`config.mk`:
```
export PLATFORM = sky130hd
export DESIGN_NAME = pal_csync_gen
export DESIGN_NICKNAME = d
export VERILOG_FILES = /design/src/rtl/pal_sync_pkg.sv /design/src/rtl/pal_hcount.sv /design/src/rtl/pal_vseq.sv /design/src/rtl/pal_pulse_mix.sv /design/src/rtl/pal_pix_coord.sv /design/src/rtl/pal_csync_gen.sv
export SDC_FILE = /design/constraint.sdc
export NUM_CORES = 1
export LEC_CHECK = 0
export ABC_AREA = 1
export CORE_UTILIZATION = 45
export CTS_CLUSTER_DIAMETER = 80
export DETAILED_ROUTE_END_ITERATION = 7
export PLACE_DENSITY_LB_ADDON = 0.25
export SLEW_MARGIN = 25
export SYNTH_ARGS = -nofsm -noshare
export SYNTH_HDL_FRONTEND = slang
export SYNTH_HIERARCHICAL = 1
export SYNTH_SLANG_ARGS = --single-unit
```
`constraint.sdc`:
```
create_clock -name clk -period 3.91 [get_ports clk]
set_input_delay 1.173 -clock clk [delete_from_list [all_inputs] [get_ports clk]]
set_output_delay 1.173 -clock clk [all_outputs]
set_load 0.01 [all_outputs]
```
`src/rtl/pal_sync_pkg.sv`:
```
package pal_sync_pkg;
  typedef enum logic [1:0] {
    FS_NORM     = 2'd0,
    FS_EQ_PRE   = 2'd1,
    FS_BROAD    = 2'd2,
    FS_EQ_POST  = 2'd3
  } fsync_e;
endpackage

```
`src/rtl/pal_hcount.sv`:
```
module pal_hcount #(
  parameter int H_TOTAL = 864,
  parameter int HW      = $clog2(H_TOTAL)
) (
  input  logic          clk,
  input  logic          rst,
  output logic [HW-1:0] hcnt,
  output logic          at_mid,
  output logic          at_end
);
  localparam int HALF = H_TOTAL / 2;

  assign at_mid = (hcnt == HW'(HALF - 1));
  assign at_end = (hcnt == HW'(H_TOTAL - 1));

  always_ff @(posedge clk) begin
    if (rst)         hcnt <= '0;
    else if (at_end) hcnt <= '0;
    else             hcnt <= hcnt + 1'b1;
  end

  AST_HCNT_RANGE: assert property (@(posedge clk) disable iff (rst)
    at_end |=> (hcnt == '0));
endmodule

```
`src/rtl/pal_vseq.sv`:
```
module pal_vseq
  import pal_sync_pkg::*;
#(
  parameter int FRAME_LINES = 625,
  parameter int SEQ_HL      = 5,
  parameter int LW          = $clog2(FRAME_LINES + 1)
) (
  input  logic          clk,
  input  logic          rst,
  input  logic          at_mid,
  input  logic          at_end,
  output logic [LW-1:0] line_o,
  output logic          half_o,
  output logic          field_o,
  output fsync_e        state_o
);
  localparam int HLT = 2 * FRAME_LINES;
  localparam int PW  = (SEQ_HL > 1) ? $clog2(SEQ_HL) : 1;

  logic [LW-1:0] line_q, line_n;
  logic          half_q, half_n, field_q;
  fsync_e        state_q;
  logic [PW-1:0] ph_q;
  int            hl_n;

  always_comb begin
    line_n = line_q;
    half_n = half_q;
    if (at_end) begin
      half_n = 1'b0;
      line_n = (line_q == LW'(FRAME_LINES)) ? LW'(1) : line_q + 1'b1;
    end else if (at_mid) begin
      half_n = 1'b1;
    end
    hl_n = 2 * (int'(line_n) - 1) + int'(half_n);
  end

  always_ff @(posedge clk) begin
    if (rst) begin
      line_q  <= LW'(1);
      half_q  <= 1'b0;
      field_q <= 1'b0;
      state_q <= FS_BROAD;
      ph_q    <= '0;
    end else if (at_mid || at_end) begin
      line_q <= line_n;
      half_q <= half_n;
      if (hl_n == 0)                field_q <= 1'b0;
      else if (hl_n == FRAME_LINES) field_q <= 1'b1;
      if (state_q == FS_NORM) begin
        if (hl_n == HLT - SEQ_HL || hl_n == FRAME_LINES - SEQ_HL) begin
          state_q <= FS_EQ_PRE;
          ph_q    <= '0;
        end
      end else if (ph_q == PW'(SEQ_HL - 1)) begin
        ph_q <= '0;
        case (state_q)
          FS_EQ_PRE: state_q <= FS_BROAD;
          FS_BROAD:  state_q <= FS_EQ_POST;
          default:   state_q <= FS_NORM;
        endcase
      end else begin
        ph_q <= ph_q + 1'b1;
      end
    end
  end

  assign line_o  = line_q;
  assign half_o  = half_q;
  assign field_o = field_q;
  assign state_o = state_q;

  AST_HALF_MID: assert property (@(posedge clk) disable iff (rst)
    at_mid |=> half_q);
  AST_HALF_END: assert property (@(posedge clk) disable iff (rst)
    at_end |=> !half_q);
  AST_BROAD_EDGE: assert property (@(posedge clk) disable iff (rst)
    (state_q == FS_BROAD && ph_q == '0) |->
      ((!half_q && line_q == LW'(1)) ||
       (half_q && line_q == LW'(FRAME_LINES / 2 + 1))));
  AST_LINE_RANGE: assert property (@(posedge clk) disable iff (rst)
    (line_q != '0 && int'(line_q) <= FRAME_LINES));
endmodule

```
`src/rtl/pal_pulse_mix.sv`:
```
module pal_pulse_mix
  import pal_sync_pkg::*;
#(
  parameter int H_TOTAL     = 864,
  parameter int HS_W        = 63,
  parameter int EQ_W        = 31,
  parameter int BR_W        = 369,
  parameter int BURST_START = 75,
  parameter int BURST_W     = 30,
  parameter int CLAMP_START = 105,
  parameter int CLAMP_W     = 20,
  parameter int HW          = $clog2(H_TOTAL)
) (
  input  logic          clk,
  input  logic          rst,
  input  logic [HW-1:0] hcnt,
  input  logic          half,
  input  fsync_e        state,
  output logic          sync_n,
  output logic          burst_o,
  output logic          clamp_o
);
  localparam int HALF = H_TOTAL / 2;

  logic [HW-1:0] pos;
  logic eq_low, broad_low, line_low, sync_low, burst_win, clamp_win;

  always_comb begin
    pos       = half ? hcnt - HW'(HALF) : hcnt;
    eq_low    = pos < HW'(EQ_W);
    broad_low = pos < HW'(BR_W);
    line_low  = !half && (hcnt < HW'(HS_W));
    case (state)
      FS_BROAD:              sync_low = broad_low;
      FS_EQ_PRE, FS_EQ_POST: sync_low = eq_low;
      default:               sync_low = line_low;
    endcase
    burst_win = (state == FS_NORM) && !half &&
                hcnt >= HW'(BURST_START) && hcnt < HW'(BURST_START + BURST_W);
    clamp_win = (state == FS_NORM) && !half &&
                hcnt >= HW'(CLAMP_START) && hcnt < HW'(CLAMP_START + CLAMP_W);
  end

  always_ff @(posedge clk) begin
    if (rst) begin
      sync_n  <= 1'b1;
      burst_o <= 1'b0;
      clamp_o <= 1'b0;
    end else begin
      sync_n  <= !sync_low;
      burst_o <= burst_win;
      clamp_o <= clamp_win;
    end
  end

  AST_MIDLINE_QUIET: assert property (@(posedge clk) disable iff (rst)
    (state == FS_NORM && half) |=> sync_n);
  AST_GATE_OFF_SYNC: assert property (@(posedge clk) disable iff (rst)
    (burst_o || clamp_o) |-> sync_n);
  AST_GATES_APART: assert property (@(posedge clk) disable iff (rst)
    !(burst_o && clamp_o));
endmodule

```
`src/rtl/pal_pix_coord.sv`:
```
module pal_pix_coord #(
  parameter int H_TOTAL     = 864,
  parameter int FRAME_LINES = 625,
  parameter int ACT_START   = 132,
  parameter int ACT_W       = 720,
  parameter int F1_FIRST    = 23,
  parameter int F1_LAST     = 310,
  parameter int F2_FIRST    = 336,
  parameter int F2_LAST     = 622,
  parameter int HW          = $clog2(H_TOTAL),
  parameter int LW          = $clog2(FRAME_LINES + 1),
  parameter int XW          = $clog2(ACT_W),
  parameter int YW          = $clog2(FRAME_LINES)
) (
  input  logic          clk,
  input  logic          rst,
  input  logic [HW-1:0] hcnt,
  input  logic [LW-1:0] line,
  output logic          active_o,
  output logic [XW-1:0] px_x,
  output logic [YW-1:0] px_y
);
  logic in_f1, in_f2, h_act, act;
  logic [XW-1:0] x_n;
  logic [YW-1:0] y_n;

  always_comb begin
    in_f1 = int'(line) >= F1_FIRST && int'(line) <= F1_LAST;
    in_f2 = int'(line) >= F2_FIRST && int'(line) <= F2_LAST;
    h_act = int'(hcnt) >= ACT_START && int'(hcnt) < ACT_START + ACT_W;
    act   = h_act && (in_f1 || in_f2);
    x_n   = '0;
    y_n   = '0;
    if (act) begin
      x_n = XW'(int'(hcnt) - ACT_START);
      y_n = in_f2 ? YW'(2 * (int'(line) - F2_FIRST) + 1)
                  : YW'(2 * (int'(line) - F1_FIRST));
    end
  end

  always_ff @(posedge clk) begin
    if (rst) begin
      active_o <= 1'b0;
      px_x     <= '0;
      px_y     <= '0;
    end else begin
      active_o <= act;
      px_x     <= x_n;
      px_y     <= y_n;
    end
  end

  AST_X_STEP: assert property (@(posedge clk) disable iff (rst)
    (active_o && px_x != XW'(ACT_W - 1)) |=>
      (active_o && px_x == $past(px_x) + 1'b1));
  AST_IDLE_ZERO: assert property (@(posedge clk) disable iff (rst)
    !active_o |-> (px_x == '0 && px_y == '0));
endmodule

```
`src/rtl/pal_csync_gen.sv`:
```
module pal_csync_gen
  import pal_sync_pkg::*;
#(
  parameter int CLK_HZ      = 13_500_000,
  parameter int FRAME_LINES = 625,
  parameter int SEQ_HL      = 5,
  parameter int ACT_START   = 132,
  parameter int ACT_W       = 720,
  parameter int F1_FIRST    = 23,
  parameter int F1_LAST     = 310,
  parameter int F2_FIRST    = 336,
  parameter int F2_LAST     = 622,
  parameter int XW          = $clog2(ACT_W),
  parameter int YW          = $clog2(FRAME_LINES)
) (
  input  logic          clk,
  input  logic          rst,
  output logic          sync_n,
  output logic          field_o,
  output logic          active_o,
  output logic [XW-1:0] px_x,
  output logic [YW-1:0] px_y,
  output logic          burst_o,
  output logic          clamp_o
);
  localparam int KHZ         = CLK_HZ / 1000;
  localparam int H_TOTAL     = CLK_HZ / 15625;
  localparam int HALF        = H_TOTAL / 2;
  localparam int HS_W        = CLK_HZ * 47 / 10_000_000;
  localparam int EQ_W        = KHZ * 235 / 100_000;
  localparam int BR_W        = HALF - HS_W;
  localparam int BURST_START = KHZ * 56 / 10_000;
  localparam int BURST_W     = KHZ * 225 / 100_000;
  localparam int CLAMP_START = BURST_START + BURST_W;
  localparam int CLAMP_W     = KHZ * 15 / 10_000;
  localparam int HW          = $clog2(H_TOTAL);
  localparam int LW          = $clog2(FRAME_LINES + 1);

  logic [HW-1:0] hcnt;
  logic          at_mid, at_end, half, field_q;
  logic [LW-1:0] line;
  fsync_e        state;

  pal_hcount #(.H_TOTAL(H_TOTAL), .HW(HW)) u_h (
    .clk(clk), .rst(rst), .hcnt(hcnt), .at_mid(at_mid), .at_end(at_end));

  pal_vseq #(.FRAME_LINES(FRAME_LINES), .SEQ_HL(SEQ_HL), .LW(LW)) u_v (
    .clk(clk), .rst(rst), .at_mid(at_mid), .at_end(at_end),
    .line_o(line), .half_o(half), .field_o(field_q), .state_o(state));

  pal_pulse_mix #(
    .H_TOTAL(H_TOTAL), .HS_W(HS_W), .EQ_W(EQ_W), .BR_W(BR_W),
    .BURST_START(BURST_START), .BURST_W(BURST_W),
    .CLAMP_START(CLAMP_START), .CLAMP_W(CLAMP_W), .HW(HW)
  ) u_mix (
    .clk(clk), .rst(rst), .hcnt(hcnt), .half(half), .state(state),
    .sync_n(sync_n), .burst_o(burst_o), .clamp_o(clamp_o));

  pal_pix_coord #(
    .H_TOTAL(H_TOTAL), .FRAME_LINES(FRAME_LINES),
    .ACT_START(ACT_START), .ACT_W(ACT_W),
    .F1_FIRST(F1_FIRST), .F1_LAST(F1_LAST),
    .F2_FIRST(F2_FIRST), .F2_LAST(F2_LAST),
    .HW(HW), .LW(LW), .XW(XW), .YW(YW)
  ) u_pix (
    .clk(clk), .rst(rst), .hcnt(hcnt), .line(line),
    .active_o(active_o), .px_x(px_x), .px_y(px_y));

  always_ff @(posedge clk) begin
    if (rst) field_o <= 1'b0;
    else     field_o <= field_q;
  end

  AST_ACTIVE_NO_SYNC: assert property (@(posedge clk) disable iff (rst)
    active_o |-> (sync_n && !burst_o && !clamp_o));
  AST_RESET_IDLE: assert property (@(posedge clk)
    rst |=> (sync_n && !active_o && !field_o && !burst_o && !clamp_o));
endmodule

```
* After elaboration in Yosys (flattened, before gate mapping)
Cells that the tools add are included.
** Storage, ports and cells
- Flip-flop bits (word level) :: 52
- Input bits :: 2
- Output and inout port bits :: 25
- Logic and storage cells :: 92
** Operators by class
- Add/subtract/negate cells :: 10
- Equal/unequal tests :: 11
- Bitwise logic cells :: 2
- $lt $le $gt $ge :: 13
- Reduce and logical (&&, ||, !) cells :: 26
- Mux-type cells :: 16
** Operator list (number)
- 32-bit by 11-bit equality test with 1-bit output, second input constant :: 2
- 10-bit two-way mux :: 4
- 32-bit by 2-bit adder with 32-bit output :: 1
- 32-bit by 12-bit equality test with 1-bit output, second input constant :: 1
- 32-bit logical NOT :: 1
- 10-bit by 1-bit adder with 10-bit output, second input constant :: 2
- 10-bit equality test, second input constant :: 2
- 10-bit by 7-bit greater-or-equal comparator with 1-bit output, second input constant :: 2
- 10-bit by 7-bit less-than comparator with 1-bit output, second input constant :: 2
- 10-bit by 1-bit subtractor with 11-bit output, second input constant :: 1
- 10-bit by 2-bit adder with 10-bit output, second input constant :: 1
- 10-bit by 9-bit equality test with 1-bit output, second input constant :: 1
- 10-bit by 5-bit greater-or-equal comparator with 1-bit output, second input constant :: 1
- 10-bit by 8-bit greater-or-equal comparator with 1-bit output, second input constant :: 1
- 10-bit by 9-bit greater-or-equal comparator with 1-bit output, second input constant :: 1
- 10-bit <= comparator, second input constant :: 1
- 10-bit by 9-bit <= comparator with 1-bit output, second input constant :: 1
- 1-bit logical AND :: 10
- 10-bit less-than comparator, second input constant :: 1
- 10-bit by 5-bit less-than comparator with 1-bit output, second input constant :: 1
- 10-bit by 6-bit less-than comparator with 1-bit output, second input constant :: 1
- 10-bit by 9-bit less-than comparator with 1-bit output, second input constant :: 1
- 10-bit by 8-bit subtractor with 10-bit output, second input constant :: 1
- 10-bit by 9-bit subtractor with 10-bit output, second input constant :: 1
- 21 further kinds :: 37

* Depth between registers and ports, before layout
- Word-level depth :: 9
- Gate-level depth with buffers :: 24
- Mapped depth without buffers :: 22

* Hierarchy
Netlist, hierarchy kept.
** By module, submodules not included
- pal_vseq :: area an instance 1522.7 µm², cells an instance 255, instances 1, seq. area each 340.3 µm²
- pal_pix_coord :: area an instance 1486.4 µm², cells an instance 220, instances 1, seq. area each 420.4 µm²
- pal_hcount :: area an instance 481.7 µm², cells an instance 65, instances 1, seq. area each 200.2 µm²
- pal_pulse_mix :: area an instance 425.4 µm², cells an instance 77, instances 1, seq. area each 60.1 µm²
- pal_csync_gen :: area an instance 30.0 µm², cells an instance 3, instances 1, seq. area each 20.0 µm²

* Worst setup path after synthesis
No wires, ideal clock.
- Kind :: register to register
- From :: reg u_h.hcnt[0]
- To :: reg u_v.state_q[1] (netlist: u_v/state_o[1])
- Arrival :: 2.861 ns
- Cell stages (with the launch flop) :: 23
- Setup time :: 0.121 ns
- Path buffers :: 3
- Required time :: 3.789 ns
- Clock period less this slack :: 2.982 ns
- Path slack :: 0.928 ns
- Cell sequence :: dfxtp_1 > ha_1 > nand4_1 > nor3_1 > buf_4 > nand2_1 > inv_1 > nand3_2 > buf_6 > and2_4 > buf_6 > ha_1 > nand3b_1 > nand2_1 > nand3_1 > nor2_1 > nand2_1 > nor2_1 > nand3_1 > nand3_2 > nand3_1 > nand2_1 > nand3_1
** Between the ends
- Longest elaborated chain between the ends :: 8
- Elaborated cells on any way between the ends :: 13
- Those cells by class :: add/sub: 2; eq/ne: 5; mux: 3; reduce/logical: 3
** RTL lines
- start: declaration :: line pal_hcount.sv:7 : output logic [HW-1:0] hcnt,
- start signal: assignment :: line pal_hcount.sv:19 : else hcnt <= hcnt + 1'b1;
- 10-bit equality test (*) :: line pal_hcount.sv:14 : assign at_end = (hcnt == HW'(H_TOTAL - 1));
- via at_end :: line pal_csync_gen.sv:40 : logic at_mid, at_end, half, field_q;
- 10-bit two-way mux :: line pal_vseq.sv:29 : if (at_end) begin
- 10-bit by 1-bit subtractor with 11-bit output :: line pal_vseq.sv:35 : hl_n = 2 * (int'(line_n) - 1) + int'(half_n);
- 32-bit by 2-bit adder with 32-bit output :: line pal_vseq.sv:35
- 32-bit by 12-bit equality test with 1-bit output or 32-bit by 11-bit equality test with 1-bit output (tied branches) :: line pal_vseq.sv:51 : if (hl_n == HLT - SEQ_HL || hl_n == FRAME_LINES - SEQ_HL) begin
- 1-bit logical OR :: line pal_vseq.sv:51
- 2-bit inequality test (no line)
- 3-bit AND reduction (no line) (*)
- end signal: assignment :: line pal_vseq.sv:52 : state_q <= FS_EQ_PRE;
- end signal: assignment :: line pal_vseq.sv:58 : FS_EQ_PRE: state_q <= FS_BROAD;
- end signal: assignment :: line pal_vseq.sv:59 : FS_BROAD: state_q <= FS_EQ_POST;
- end: declaration :: line pal_vseq.sv:22 : fsync_e state_q;
The timed path passes the listed nets; every way through them passes the cells marked *.
A chain may end at the register's enable or synchronous reset.

* Final worst setup path
Same ends and word-level chain as after synthesis.

==> flow_summary.toml <==
[status]
run_status = "finished, final reports clean"

[placed_design]
dp_hpwl_um = 6450
place.port_buffers = 26
gp_congestion = 0.905

[floorplanning]
top_level_ports = 27
core.rowCount = 33
chipHeight_um = 95.6
initial_utilization_pct = 47.3
design.die.area_mm2 = 0.00915
fp.dieW_um = 95.6
coreArea_mm2 = 0.00834

[cts]
post_cts_hold_buffer_count = 0
clkLatencyLatePin_ns = 0.31
cts.clk_slew.worst_paths_ns = 0.10
htreeDepth = 2
clock_tree.root_cell = "clkbuf_8"
post_cts_buffers = 0
clock_path_buffers = 2
clock-sinks = 52
cts.repair.resized = 0
cts_tree = "yes"
cts-buffers-inserted = 5

[logic_synthesis]
synthFlopType = "dfxtp_1"
mappedNetlistNets = 641
synth_top_area_share_pct = 26.4
synth_cell_type_count = 39
synth_top_area_cell = "dfxtp_1"
yosysWarnings = 6
synth-edff-count = 0
asyncSetResetFlopFracSynth_pct = 0
syn_avg_cell_area_um2 = 6.36
yosys-top-cells-count = "nand2_1 (182), nor2_1 (81), inv_1 (79)"
mappedNetlistArea_mm2 = 0.00395
post_synth_inst_count = 620
post_synth_main_area_contributors = "dfxtp_1 (26%), nand2_1 (17%), nand3_1 (8.2%)"
yosysMostFrequentCell = "nand2_1"
postSynthRegisterBits = 52
ys_seq_area_share_pct = 26.4

[sta]
maxSlewHeadroom_pct = 53.9
timing_worst_slew_pin_value_ns = 0.690
timing_max_transition_violations_final = 0
setup_viol_count_final = 0
grt_setup_unrepaired = "false"
timing_hold_violations_final = 0
final.setup.tns_ns = 0
layout_min_cycle_time_ns = 3.48
final.setup_skew_ns = 0.0124
post-route-period-util_pct = 89.0
maxClockFrequency_mhz = 287

[routing]
routed_via_density = 4.93
totalWireLength_um = 8410
antenna_nets_post_route = 0
wire_per_inst_um = 11.1
drcViolationCount = 0
num_vias = 3730
detail_route.first_pass.iterations = 4
drt_first_iter_violations = 145

[power]
vdd.ir_drop.worst_uv = 126
leakagePower_nw = 2.13
power_per_cell_area_mw_per_mm2 = 201
total_power_after_layout_mw = 0.881

[finish]
syn_to_final_growth_pct = 11.2
fillerInstances = 851
antennaDiodeCount = 0
drive_above_1_share_pct = 12.3
num-nets-final = 671

[setup_path]
critPathLaunch = "u_h/hcnt[0]$_SDFF_PP0_"
setup.worst_path.class = "flip-flop to flip-flop"
timing.critical_path.to_type = "flip-flop"
worst_ep_arrival_time_ns = 3.68
crit_path_max_fanout = 12
cp_data_required_time_ns = 4.11
critical_path.startpoint_type = "flip-flop"
rr_startpoint = "u_h/hcnt[0]$_SDFF_PP0_"

[run]
timing.max_cap.violations = 0

[global_route]
grt_start_max_net_pins = 21
vias_in_the_first_global_route = 3571
grt_usage_pct = 20.1
first_pass_grt_wire_length_um = 15000
initial_antenna_violation_count = 0
globalRouteOverflowTotal = 0

[worst_hold_path]
worstHoldPathType = "flip-flop to flip-flop"
worst_hold_startpoint = "u_v/field_o$_SDFFE_PP0P_"
==> worst max-delay path, stage by stage (launching register included) <==
cell      delay (ns)
dfxtp_1         0.49
ha_1            0.27
nand4_1         0.12
nor3_1          0.40
nand2_1         0.13
inv_1           0.08
nand3_2         0.24
and2_4          0.27
ha_1            0.26
nand3b_1        0.20
nand2_1         0.11
nand3_1         0.07
nor2_1          0.10
nand2_1         0.05
nor2_1          0.09
nand3_1         0.10
nand3_2         0.15
nand3_1         0.11
nand2_1         0.07
nand3_1         0.06
==> flip-flops by register name, indices dropped and copies added, names as in the netlist <==
name / cells
u_v/line_o: 10
u_mix/burst_o: 1
u_pix/px_y: 10
u_pix/px_x: 10
u_h/hcnt: 10
u_mix/clamp_o: 1
u_pix/active_o: 1
field_o: 1
u_v/half_o: 1
u_v/ph_q: 3
u_mix/sync_n: 1
u_v/field_o: 1
u_v/state_o: 2
==> layout make-up <==
class	count	area [µm²]	area share, %
Multi-Input combinational cell	471	2480	56.6
Sequential cell	52	1040	23.7
Inverter	87	327	7.44
Timing Repair Buffer	33	313	7.13
Tap cell	105	131	2.99
Clock buffer	5	68.8	1.57
Clock inverter	3	21.3	0.485
==> worst paths after layout <==
kind / cells after the start / endpoint / slack [ns]
setup / recovery: 19 / u_v/state_o[1]$_SDFFE_PP1P_ / 0.43
hold / removal: 2 / field_o$_SDFF_PP0_ / 0.45
setup reg to reg: 19 / u_v/state_o[1]$_SDFFE_PP1P_ / 0.43
hold reg to reg: 2 / field_o$_SDFF_PP0_ / 0.45
==> placed cells by master (no fill, tap or decap), types with 2 or more instances in the layout <==
cell type / netlist / final
ha_1: 19 / 19
nand2_4: 2 / 2
clkbuf_8: 0 / 5
clkdlybuf4s50_1: 0 / 26
nand3_2: 8 / 8
nor3_1: 3 / 3
nand4_1: 13 / 13
nor2_2: 26 / 26
nor2_4: 5 / 5
nand2_2: 7 / 7
dfxtp_1: 52 / 52
nor2_1: 81 / 81
nand2_1: 182 / 182
nand3_1: 65 / 65
xnor2_1: 5 / 5
buf_4: 3 / 7
nor4_1: 2 / 2
inv_1: 79 / 79
o21ai_0: 6 / 6
a21oi_1: 14 / 14
o21bai_1: 2 / 2
xor2_1: 11 / 11
inv_2: 8 / 8
nand3b_1: 5 / 5
==> report_power, final <==
group | internal (mW) | switching (mW) | total (mW)
combinational | 0.0107 | 0.0194 | 0.0302
clock | 0.127 | 0.185 | 0.312
sequential | 0.532 | 0.00602 | 0.538
==> per-layer routing <==
layer  up-vias  wire (µm)  GRT usage (%)
met5         -          0              0
met4         0         77           6.34
li1       1993          -              -
met3         8        339           3.75
met1      1661       3960           24.7
met2        68       4040           35.4
==> stage by stage <==
step	std cells	instance area, µm²	utilization, %	worst slack (ns)	hold WS, ns
floorplan	620	3950	-	0.928	0.416
global placement	748	4300	51.5	0.614	0.428
detailed placement	748	4300	51.5	0.487	0.441
CTS	756	4390	52.6	0.451	0.454
global route	756	4390	52.6	0.0462	0.471
finish	756	4390	52.6	0.432	0.449
==> cells by family after synthesis <==
group           after synthesis  share of synthesized area [%]
compound gates               25                           3.42
flops                        52                           26.4
fa+ha+maj                    19                           6.02
xor+xnor                     16                           3.55
simple gates                411                           50.0
buf+inv                      97                           10.7
Note: power is estimated with default switching activity, not from simulation.
